`config.mk`:
```
export PLATFORM = sky130hd
export DESIGN_NAME = oc_timer
export DESIGN_NICKNAME = d
export VERILOG_FILES = /design/src/rtl/oc_timer.sv
export SDC_FILE = /design/constraint.sdc
export NUM_CORES = 1
export LEC_CHECK = 0
export BUFFER_PORTS_ARGS = -buffer_cell sky130_fd_sc_hd__buf_2
export CAP_MARGIN = 10
export CORE_MARGIN = 3
export CORE_UTILIZATION = 60
export DETAILED_ROUTE_END_ITERATION = 8
export HOLD_SLACK_MARGIN = 0.06
export PLACE_DENSITY = 0.8
export SLEW_MARGIN = 20
export SYNTH_ARGS = -nofsm -noshare
export SYNTH_HDL_FRONTEND = slang
export SYNTH_SLANG_ARGS = --single-unit
```
`constraint.sdc`:
```
create_clock -name clk -period 8.1 [get_ports clk]
set_input_delay 2.025 -clock clk [delete_from_list [all_inputs] [get_ports clk]]
set_output_delay 2.025 -clock clk [all_outputs]
set_load 0.03 [all_outputs]
```
`src/rtl/oc_timer.sv`:
```
module oc_timer #(
  parameter int CNT_W = 16,
  parameter int PSC_W = 16,
  localparam int DW = (CNT_W > PSC_W) ? CNT_W : PSC_W
) (
  input  logic             clk,
  input  logic             rst_n,
  input  logic             wr_en,
  input  logic [1:0]       wr_addr,
  input  logic [DW-1:0]    wr_data,
  input  logic             mode_step,
  output logic [CNT_W-1:0] count_o,
  output logic             oc_out
);

  localparam logic [1:0] M_INV = 2'd0;
  localparam logic [1:0] M_HI  = 2'd1;
  localparam logic [1:0] M_LO  = 2'd2;

  logic [PSC_W-1:0] psc_q, div_q;
  logic [CNT_W-1:0] arr_q, ccr_q, cnt_q, cnt_nxt;
  logic [1:0]       mode_q;
  logic             tick, hit, mode_wr;

  assign tick    = (div_q >= psc_q);
  assign cnt_nxt = (cnt_q >= arr_q) ? '0 : cnt_q + 1'b1;
  assign hit     = tick && (cnt_nxt == ccr_q);
  assign mode_wr = wr_en && (wr_addr == 2'd3) && (wr_data[1:0] != 2'd3);
  assign count_o = cnt_q;

  always_ff @(posedge clk or negedge rst_n) begin
    if (!rst_n) begin
      psc_q <= '0;
      arr_q <= '1;
      ccr_q <= '0;
    end else if (wr_en) begin
      case (wr_addr)
        2'd0:    psc_q <= wr_data[PSC_W-1:0];
        2'd1:    arr_q <= wr_data[CNT_W-1:0];
        2'd2:    ccr_q <= wr_data[CNT_W-1:0];
        default: ;
      endcase
    end
  end

  always_ff @(posedge clk or negedge rst_n) begin
    if (!rst_n) begin
      div_q <= '0;
      cnt_q <= '0;
    end else if (tick) begin
      div_q <= '0;
      cnt_q <= cnt_nxt;
    end else begin
      div_q <= div_q + 1'b1;
    end
  end

  always_ff @(posedge clk or negedge rst_n) begin
    if (!rst_n)
      mode_q <= M_INV;
    else if (mode_wr)
      mode_q <= wr_data[1:0];
    else if (mode_step)
      mode_q <= (mode_q == M_LO) ? M_INV : mode_q + 2'd1;
  end

  always_ff @(posedge clk or negedge rst_n) begin
    if (!rst_n)
      oc_out <= 1'b0;
    else if (hit) begin
      case (mode_q)
        M_INV:   oc_out <= ~oc_out;
        M_HI:    oc_out <= 1'b1;
        M_LO:    oc_out <= 1'b0;
        default: ;
      endcase
    end
  end

endmodule

```
---- After elaboration in Yosys (flattened, before gate mapping) ----
Index checks and enable logic that the tools add are counted.
cells by class
  $add $sub $neg .......................... 3
  reductions and logical operators ........ 11
  eq/ne operators ......................... 7
  multiplexer cells ....................... 6
  bitwise gates (word level) .............. 1
  magnitude comparators ................... 2
operators by type and width
  operator                                        number
  adder 16 x 1 -> 16 bit (second input constant)  2
  >= comparator 16 bit                            2
  two-way mux 16 bit                              2
  == test 16 bit                                  1
  AND reduction 2 bit                             4
  == test 2 bit (second input constant)           3
  two-way mux 2 bit                               3
  == test 2 x 1 -> 1 bit (second input constant)  2
  logical NOT 2 bit                               2
  logical AND 1 bit                               3
  case mux 1 bit (3 select lines)                 1
  nonzero test 3 bit                              1
  adder 2 x 1 -> 2 bit (second input constant)    1
  != test 2 bit (second input constant)           1
  nonzero test 2 bit                              1
  inverter 1 bit                                  1
storage, ports and cells
  register bits after elaboration ......... 83
  logic and storage cells ................. 37

---- Depth between registers and ports, before layout ----
Gate-level depths: netlist of run 1.
  depth after elaboration ................. 5
  mapped depth ............................ 12
  depth with buffers taken out ............ 11

---- Least setup slack after synthesis of run 1 ----
No wires, ideal clock.
  path type ............................... input -> register
  start ................................... input port wr_addr[0]
  end ..................................... register ccr_q[10]
  path slack .............................. 5,001 ps
  stages .................................. 3
  setup time .............................. 125 ps
  data arrival time ....................... 2,975 ps
  cells stage by stage .................... nand3b_1 > clkbuf_1 > mux2_2
between the ends
  word-level cells in the longest chain between the ends .. 2
ends and longest elaborated chain
  item                                  line  source
  start, declared                       9     input logic [1:0] wr_addr,
  == test 2 bit                         37    case (wr_addr)
  AND reduction 2 bit (no source line)  -
  end signal, assigned                  40    2'd2: ccr_q <= wr_data[CNT_W-1:0];
  end, declared                         21    logic [CNT_W-1:0] arr_q, ccr_q, cnt_q, cnt_nxt;
Every way passes these cells.
A chain may end at the register's enable or synchronous reset.

---- Worst setup path after layout of run 1 ----
  start ................................... register arr_q[15]
  end ..................................... register oc_out
between the ends
  word-level cells in the longest chain between the ends .. 5
ends and longest elaborated chain
  item                                  line  source
  start, declared                       21
  start signal, assigned                39    2'd1: arr_q <= wr_data[CNT_W-1:0];
  >= comparator 16 bit                  26    assign cnt_nxt = (cnt_q >= arr_q) ? '0 : cnt_q + 1'b1;
  two-way mux 16 bit                    26
  == test 16 bit                        27    assign hit = tick && (cnt_nxt == ccr_q);
  logical AND 1 bit                     27
  AND reduction 2 bit (no source line)  -
  end signal, assigned                  72    M_INV: oc_out <= ~oc_out;
  end, declared                         13    output logic oc_out
Every way passes these cells.

==> results of run 1 <==
report_power, final:
group	internal, mW	switching [mW]	leakage, nW	total (mW)
registers	0.495	0.0666	1.02	0.562
logic	0.136	0.140	1.46	0.276
clock network	0.145	0.163	0.102	0.308
per-layer routing:
metal,GRT usage,wire (um),up-vias
met4,0.117,310,0
met2,0.411,5040,106
met5,0,0,-
met3,0.0395,479,34
met1,0.333,4920,1814
li1,-,-,1832
registers in the layout, summed over array words and instances, names as in the netlist:
name / count
arr_q: 16
ccr_q: 16
count_o: 16
div_q: 16
psc_q: 16
mode_q: 2
oc_out: 1
worst max path at each step:
| stage | endpoint | slack, ns | cells past startpoint |
|---|---|---|---|
| after floorplan | ccr_q[10] | 5.00 | 3 |
| after global placement | ccr_q[11] | 4.73 | 3 |
| after detailed placement | ccr_q[6] | 4.69 | 3 |
| after CTS | oc_out | 4.72 | 11 |
| after global routing | oc_out | 4.45 | 11 |
| final | oc_out | 4.60 | 11 |
cell families (layout without fill, tap and decap cells):
family | count (synthesis) | count (layout) | share of synthesized area
simple gates | 154 | 154 | 0.159
buf+inv | 62 | 100 | 0.0502
fa+ha+maj | 37 | 37 | 0.0942
mux | 36 | 36 | 0.0820
flops | 83 | 83 | 0.427
compound gates | 97 | 97 | 0.133
xor+xnor | 31 | 31 | 0.0552
through the flow:
step / util / std cells / cell area, um^2 / hold slack (ns) / total power [mW]
floorplan: - / 500 / 4910 / 0.474 / 0.759
global placement: 0.659 / 624 / 5170 / 0.502 / 0.821
detailed placement: 0.659 / 624 / 5170 / 0.507 / 0.845
CTS: 0.685 / 640 / 5370 / 0.525 / 1.15
global route: 0.685 / 640 / 5380 / 0.562 / 1.22
finish: 0.685 / 640 / 5380 / 0.525 / 1.15
cell type report:
cell class / instances / area, um^2 / area share
clock buffer: 9 / 124 / 0.0230
clock inverter: 7 / 76.3 / 0.0142
inverter: 44 / 165 / 0.0307
multi-input combinational: 355 / 2580 / 0.479
sequential: 83 / 2100 / 0.390
tap: 102 / 128 / 0.0237
timing repair buffer: 40 / 211 / 0.0393
worst reg2reg max path, cell delays in order, from the launching register on:
cell,delay (ns)
dfstp_2,0.54
inv_1,0.05
ha_1,0.31
and4_4,0.25
nand4_1,0.12
a2111oi_2,0.44
a2111o_1,0.68
or3_1,0.23
nand4_1,0.14
nor4_2,0.37
a41oi_1,0.16
a21oi_1,0.15
cells in the final DEF, fill, tap and decap left out, drive strengths merged, types with 11 or more instances in the layout:
| master | n |
|---|---|
| ha | 37 |
| buf | 40 |
| a21oi | 16 |
| mux2 | 34 |
| nand2 | 55 |
| dfstp | 16 |
| xor2 | 20 |
| xnor2 | 11 |
| nor2 | 28 |
| nand3 | 19 |
| o21ai | 37 |
| dfrtp | 67 |
| inv | 46 |
==> flow_summary.ini, run 1 <==
[route]
drt-pass1-iter-count = 5
wl_mm = 10.7
drt_first_iter_violations = 120
vias_per_cell = 5.92
wl_per_cell_um = 16.8
vias = 3786
remaining_drc_errors = 0
drtAntennaViolNets = 0

[synthesis]
synthMostInstantiatedCell = dfrtp_1
synth_top_area_frac = 0.341
synth_nets = 559
netlist_area_um2 = 4910
async_flop_share = 1.00
ys_ff_latch = 83
synthFlopType = dfrtp_1
synth_edf_count = 0
netlist_top_cells_area = dfrtp_1, ha_1, dfstp_2, mux2_2, nand2_1
ys_seq_area_frac = 0.427
yosys_warnings = 0
synth_cell_types = 53
synth_cells = 500
syn_avg_cell_area_um2 = 9.83
synth_commonest_cells = dfrtp_1, nand2_1, inv_1
synth_area_leader_cell = dfrtp_1

[critical_path]
criticalPathCategory = reg2reg
end_kind = flip-flop
cp_common_cell = nand4_1
cpPeakStageDelay_ns = 0.68
worst_ep_arrival_time_ns = 3.79
r2r-start = arr_q[15]
critical_path_buf_inv_count = 1
worstPathRequired_ns = 8.39
crit_chain = inv_1, ha_1, and4_4, nand4_1, a2111oi_2, a2111o_1, or3_1, nand4_1, nor4_2, a41oi_1, a21oi_1
crit_slowest_cell = a2111o_1
worstSetupStartpointType = flip-flop
r2r_setup_slack_ns = 4.60
reg2reg_to = oc_out
path_max_fanout = 24
critPathLaunch = arr_q[15]
crit_family = compound AO/OA/AOI/OAI gates
rr_worst_depth = 11

[global_route]
track_usage = 0.253
grt_pass1_vias = 3873
grt.overflow.total = 0
grt_max_degree = 84
grt_pass1_wl_mm = 18.1
antenna_found_initial = 0

[min_path]
holdPathEnd = div_q[0]
hold_path_depth = 1
holdCritStartpoint = div_q[0]
min_path_type = reg2reg

[place]
dp_hpwl_mm = 7.79
gp_congestion = 0.882
post-place-ws_ns = 4.69
port_buffers = 38

[timing]
setup_ws_ns = 4.60
tightest_slew_ns = 0.818
finClkSkew_ns = 0.00842
rsz0062_at_grt = no
period_needed_ns = 3.50
setup_viol = 0
final.setup.tns_ns = 0
slew_violations = 0
timing.fmax_ghz = 0.285
max-slew-margin-rel = 0.453
period_share = 0.432
hold_viol = 0

[clock_network]
cts-root-buf = clkbuf_8
clock_latency_ns = 0.36
cts.htree.levels = 3
cts_setup_buffers = 0
path_clk_slew_ns = 0.09
clock-sinks = 83
cts_resized = 0
clockBufferDepth = 2
cts_tree = yes
cts_buffers = 9
hold_buffers = 0

[power_and_ir_drop]
vdd_drop_max_mv = 0.159
p_leak_nw = 2.59
powerDensity_nw_per_um2 = 213

[finish]
syn_to_final_growth_pct = 9.45
diodes = 0
nNetsFinal = 592
drive_above_1_share = 0.219
num-fill-cells = 611

[run_status]
outcome = complete, no violations

[floorplan]
dieArea_um2 = 9310
io_pins = 39
start_util = 0.626
rows = 32
die_w_um = 96.5
die_y_um = 96.5
core_um2 = 7850

[job]
drv_cap = 0
(Power assumes the default switching activity.)
==> inputs of run 2 (changes only) <==
ABC_AREA = 1   (was default)
clock period = 3.35 ns   (was 8.1 ns; I/O delays follow)
==> run 2 against run 1 <==
Register-to-register slack got worse by 3.8 ns. Final cell count grew 23%. Sequential power rose by 140%. Synthesized cell count increased by 29%. Worst setup slack worse by 3.8 ns. First-iteration DRC count is 140% higher. Non-clock buffer count grew 3. Critical endpoint unchanged. Largest power group unchanged.
==> flow_summary.ini, run 2 <==
[place]
placed_cells = 770
post-place-ws_ns = 0.896
gp_congestion = 0.923
dp_hpwl_mm = 8.27
port_buffers = 38
postPlaceCellArea_um2 = 5250

[run_status]
outcome = complete, no violations

[clock_network]
cts_resized = 0
path_clk_slew_ns = 0.09
clock-sinks = 83
hold_buffers = 0
cts-root-buf = clkbuf_8
clock_latency_ns = 0.37
cts_tree = yes
cts_setup_buffers = 0
cts_buffers = 9
cts.htree.levels = 3
clockBufferDepth = 2

[min_path]
min_path_type = in2async

[route]
vias_per_cell = 5.47
wl_mm = 11.1
remaining_drc_errors = 0
wl_per_cell_um = 14.1
drtAntennaViolNets = 0
drt-pass1-iter-count = 5
drt_first_iter_violations = 286
vias = 4301

[floorplan]
core_um2 = 7890
die_w_um = 97.0
start_util = 0.631
die_y_um = 97.0
dieArea_um2 = 9420
io_pins = 39
rows = 32

[job]
drv_cap = 0

[synthesis]
netlist_area_um2 = 4970
synth_nets = 703
synth_area_leader_cell = dfrtp_1
synthFlopType = dfrtp_1
ys_seq_area_frac = 0.422
async_flop_share = 1.00
synth_edf_count = 0
yosys_warnings = 0
syn_avg_cell_area_um2 = 7.72
ys_ff_latch = 83
synth_commonest_cells = nand2_1, inv_1, o21ai_0
synthMostInstantiatedCell = nand2_1
synth_cells = 644
netlist_top_cells_area = dfrtp_1, nand2_1, ha_1, dfstp_2, inv_1
synth_top_area_frac = 0.337
synth_cell_types = 32

[critical_path]
rr_worst_depth = 16
worstPathRequired_ns = 3.61
critical_path_buf_inv_count = 4
crit_chain = inv_1, ha_1, nand2_1, inv_1, nand3_1, nor2_1, nand2_1, buf_4, nand3_1, nand2_1, nand2_1, nand4_1, nor2_1, nand4_1, nand2_1, inv_1
r2r_setup_slack_ns = 0.83
worstSetupStartpointType = flip-flop
crit_family = simple AND/OR/NAND/NOR gates
path_max_fanout = 30
crit_slowest_cell = dfstp_2
cp.depth = 16
cp_common_cell = nand2_1
worst_ep_arrival_time_ns = 2.78
criticalPathCategory = reg2reg
cpPeakStageDelay_ns = 0.54
end_kind = flip-flop

[finish]
final_cell_mix = nand2_1, inv_1, o21ai_0
seq_area_um2 = 2100
syn_to_final_growth_pct = 10.4
drive_above_1_share = 0.156
design_area_um2 = 5490
layout.cells.non_filler = 786
num-fill-cells = 629
multi_input_comb_area_um2 = 2370
diodes = 0
layout_commonest_cell = nand2_1
nNetsFinal = 738
utilization = 0.696

[power_and_ir_drop]
vdd_drop_max_mv = 0.407
total_power_mw = 2.97
powerDensity_nw_per_um2 = 541
p_leak_nw = 2.84

[global_route]
track_usage = 0.243
grt_pass1_wl_mm = 18.7
antenna_found_initial = 0
grt.overflow.total = 0
grt_max_degree = 84
grt_pass1_vias = 3978

[timing]
setup_ws_ns = 0.829
period_needed_ns = 2.52
setup_viol = 0
max-slew-margin-rel = 0.354
hold_ws_ns = 0.460
slew_violations = 0
rsz0062_at_grt = no
timing.fmax_ghz = 0.397
final.setup.tns_ns = 0
period_share = 0.753
hold_viol = 0
finClkSkew_ns = 0.0133
tightest_slew_ns = 0.967
run 2: changes by cell type after synthesis, moves of 6 or more:
cell | before | now
xor2_1 | 20 | 7
o21ai_0 | 36 | 73
inv_1 | 44 | 108
mux2_2 | 34 | 0
nand2_1 | 55 | 158
nand3_1 | 19 | 34
a21o_1 | 10 | 1
nand4_1 | 10 | 24
xnor2_1 | 11 | 3
nor2_2 | 0 | 9
and3_1 | 10 | 0
o31ai_1 | 6 | 0
run 2: per-layer routing:
layer / track usage / up-vias / routed length [um]
li1: - / 2148 / -
met1: 0.338 / 2007 / 5030
met2: 0.388 / 121 / 5170
met3: 0.0317 / 25 / 602
met4: 0.0972 / 0 / 276
met5: 0 / - / 0
run 2: worst paths after layout:
check | startpoint | endpoint
max in group asynchronous | rst_n | count_o[13]
worst min register to register | arr_q[1] | arr_q[1]
worst max register to register | arr_q[11] | oc_out
min in group clk | arr_q[1] | arr_q[1]
worst max-delay path | arr_q[11] | oc_out
worst min-delay path | rst_n | count_o[10]
run 2: area by class of cell:
class | count | share of cell area
Timing Repair Buffer | 43 | 0.0426
Multi-Input combinational cell | 429 | 0.433
Sequential cell | 83 | 0.382
Clock inverter | 7 | 0.0196
Clock buffer | 9 | 0.0226
Tap cell | 102 | 0.0233
Inverter | 113 | 0.0773
run 2: power by group:
| group | switching (mW) | internal, mW | total, mW |
|---|---|---|---|
| Sequential | 0.158 | 1.19 | 1.35 |
| Clock | 0.411 | 0.434 | 0.845 |
| Combinational | 0.477 | 0.302 | 0.779 |
| Total | 1.05 | 1.92 | 2.97 |
run 2: logic make-up after synthesis:
logic type / count (synthesis) / synth area share
compound gates: 102 / 0.106
xor+xnor: 10 / 0.0176
fa+ha+maj: 37 / 0.0931
buf+inv: 132 / 0.101
flops: 83 / 0.422
simple gates: 280 / 0.260
==> inputs of run 3 (changes only) <==
ABC_AREA = 0   (was 1)
CORE_UTILIZATION = 55   (was 60)
PLACE_DENSITY = 0.77   (was 0.8)
clock period = 2.1 ns   (was 3.35 ns; I/O delays follow)
==> run 3 against run 2 <==
The flow now finishes with violations (setup timing). Via count fell by 3.8%. Die area up 7.3%. Final cell count shrank 8.7%. Clock power grew 81%. Power is 70% higher. Wire length rose by 14%. Largest power group unchanged. Highest routed layer unchanged.
==> flow_summary.ini, run 3 (synthesis gave the netlist of run 1 again) <==
[run_status]
outcome = finished, violations left
violations = setup timing

[critical_path]
worst_ep_arrival_time_ns = 3.33
end_kind = flip-flop
worstSetupStartpointType = flip-flop
crit_family = compound AO/OA/AOI/OAI gates
criticalPathCategory = reg2reg
cpPeakStageDelay_ns = 0.54
crit_slowest_cell = dfstp_2
cp_common_cell = a2111oi_4
critPathLaunch = arr_q[13]
critical_path_buf_inv_count = 2
worstPathRequired_ns = 2.40
crit_chain = inv_2, ha_4, and4_4, nand4_1, a2111oi_4, a2111oi_4, buf_4, a211oi_2, o22ai_2, nor4_4, a41oi_2, a21oi_1
path_max_fanout = 6
r2r-start = arr_q[13]

[job]
drv_cap = 0

[route]
wl_per_cell_um = 17.6
drt_first_iter_violations = 161
remaining_drc_errors = 0
drtAntennaViolNets = 0
wl_mm = 12.7
vias_per_cell = 5.76
vias = 4137
drt-pass1-iter-count = 4

[global_route]
grt_max_degree = 43
grt.overflow.total = 0
grt_pass1_vias = 4235
antenna_found_initial = 0
track_usage = 0.255
grt_pass1_wl_mm = 20.2

[power_and_ir_drop]
powerDensity_nw_per_um2 = 794
switching_share = 0.302
p_clk_frac = 0.303
p_int_mw = 3.53
pwr-share-seq = 0.418
p_sw_mw = 1.53
combPwrFrac = 0.280
p_leak_nw = 3.03
vdd_drop_max_mv = 0.797

[finish]
design_area_um2 = 6370
syn_to_final_growth_pct = 29.6
utilization = 0.752
nNetsFinal = 667
layout.cells.non_filler = 718
layout_commonest_cell = buf_4
drive_above_1_share = 0.401
diodes = 0
final_cell_mix = buf_4, dfrtp_1, nand2_1
num-fill-cells = 571

[timing]
setup_viol = 17
slew_violations = 0
period_needed_ns = 3.03
tightest_slew_ns = 0.432
timing.fmax_ghz = 0.330
setup_ws_ns = -0.932
period_share = 1.44
hold_ws_ns = 0.397
hold_viol = 0
max-slew-margin-rel = 0.710
finClkSkew_ns = 0.0147
rsz0062_at_grt = yes

[clock_network]
cts.htree.levels = 3
cts-root-buf = clkbuf_8
cts_buffers = 9
clock-sinks = 83
cts_tree = yes
clockBufferDepth = 2
clock_latency_ns = 0.37
path_clk_slew_ns = 0.10

[floorplan]
start_util = 0.581
io_pins = 39
die_y_um = 101
die_w_um = 101
dieArea_um2 = 10100
core_um2 = 8460
rows = 33

[min_path]
holdCritStartpoint = wr_data[14]
min_path_type = in2reg

[place]
dp_hpwl_mm = 9.27
port_buffers = 38
post-place-ws_ns = -0.999
postPlaceCellArea_um2 = 5760
gp_congestion = 0.955
placed_cells = 691
## run 3: cell types whose count changed in the layout (fill, tap and decap cells not counted), moves of 11 or more
cell / change
nand2_1: -106
inv_1: -71
buf_4: +64
o21ai_0: -49
mux2_2: +34
nand3_1: -15
nand4_1: -14
xor2_1: +13
dfrtp_1: -11
dfrtp_2: +11
## run 3: path summary, 6_finish.rpt
kind / cells past startpoint / endpoint / slack, ns
max reg2reg: 12 / oc_out / -0.93
min reg2reg: 2 / div_q[0] / 0.55
max in group asynchronous: 3 / arr_q[3] / 0.87
min in group asynchronous: 2 / count_o[9] / 0.59
min: 3 / psc_q[14] / 0.40
max: 12 / oc_out / -0.93
## run 3: per-layer routing
metal	up-vias	global-route usage	part of all wire
li1	1981	-	-
met1	1999	0.318	0.42
met2	123	0.444	0.50
met3	34	0.0401	0.053
met4	0	0.0995	0.028
met5	-	0	0
## run 3: area by class of cell
class                   instances  area, um^2  share of cell area
repair buffers                115         825               0.129
clock buffers                  10         128              0.0200
multi-input cells             355        2870               0.451
inverters                      44         165              0.0259
flip-flops and latches         83        2110               0.331
clock inverters                 6         138              0.0216
well taps                     105         131              0.0206
## run 3: tightest hold or removal path: stages
cell and delay, ns:
buf_2 0.10, nand2_1 0.04, o21ai_0 0.06
## run 3: stage by stage
step                power [mW]  TNS (ns)
finish                    5.06     -7.82
global route              5.35     -9.58
floorplan                 2.95     -4.65
detailed placement        3.45    -10.19
global placement          3.35     -9.15
CTS                       5.00     -9.92
## run 3: power groups by stage
stage | sequential (mW) | clock, mW | combinational, mW
3_3_place_gp | 2.11 | 0 | 1.23
5_1_grt | 2.15 | 1.61 | 1.59
4_1_cts | 2.10 | 1.55 | 1.35
6_report | 2.11 | 1.53 | 1.41
3_5_place_dp | 2.13 | 0 | 1.32
2_1_floorplan | 2.13 | 0 | 0.823
## run 3: repair_timing
action                     CTS  global route
hold buffers                 1             0
pin swaps                    9            21
hold endpoints to repair     8             0
buffers inserted             6             6
gates resized for setup     11            55
setup endpoints to repair   17            26
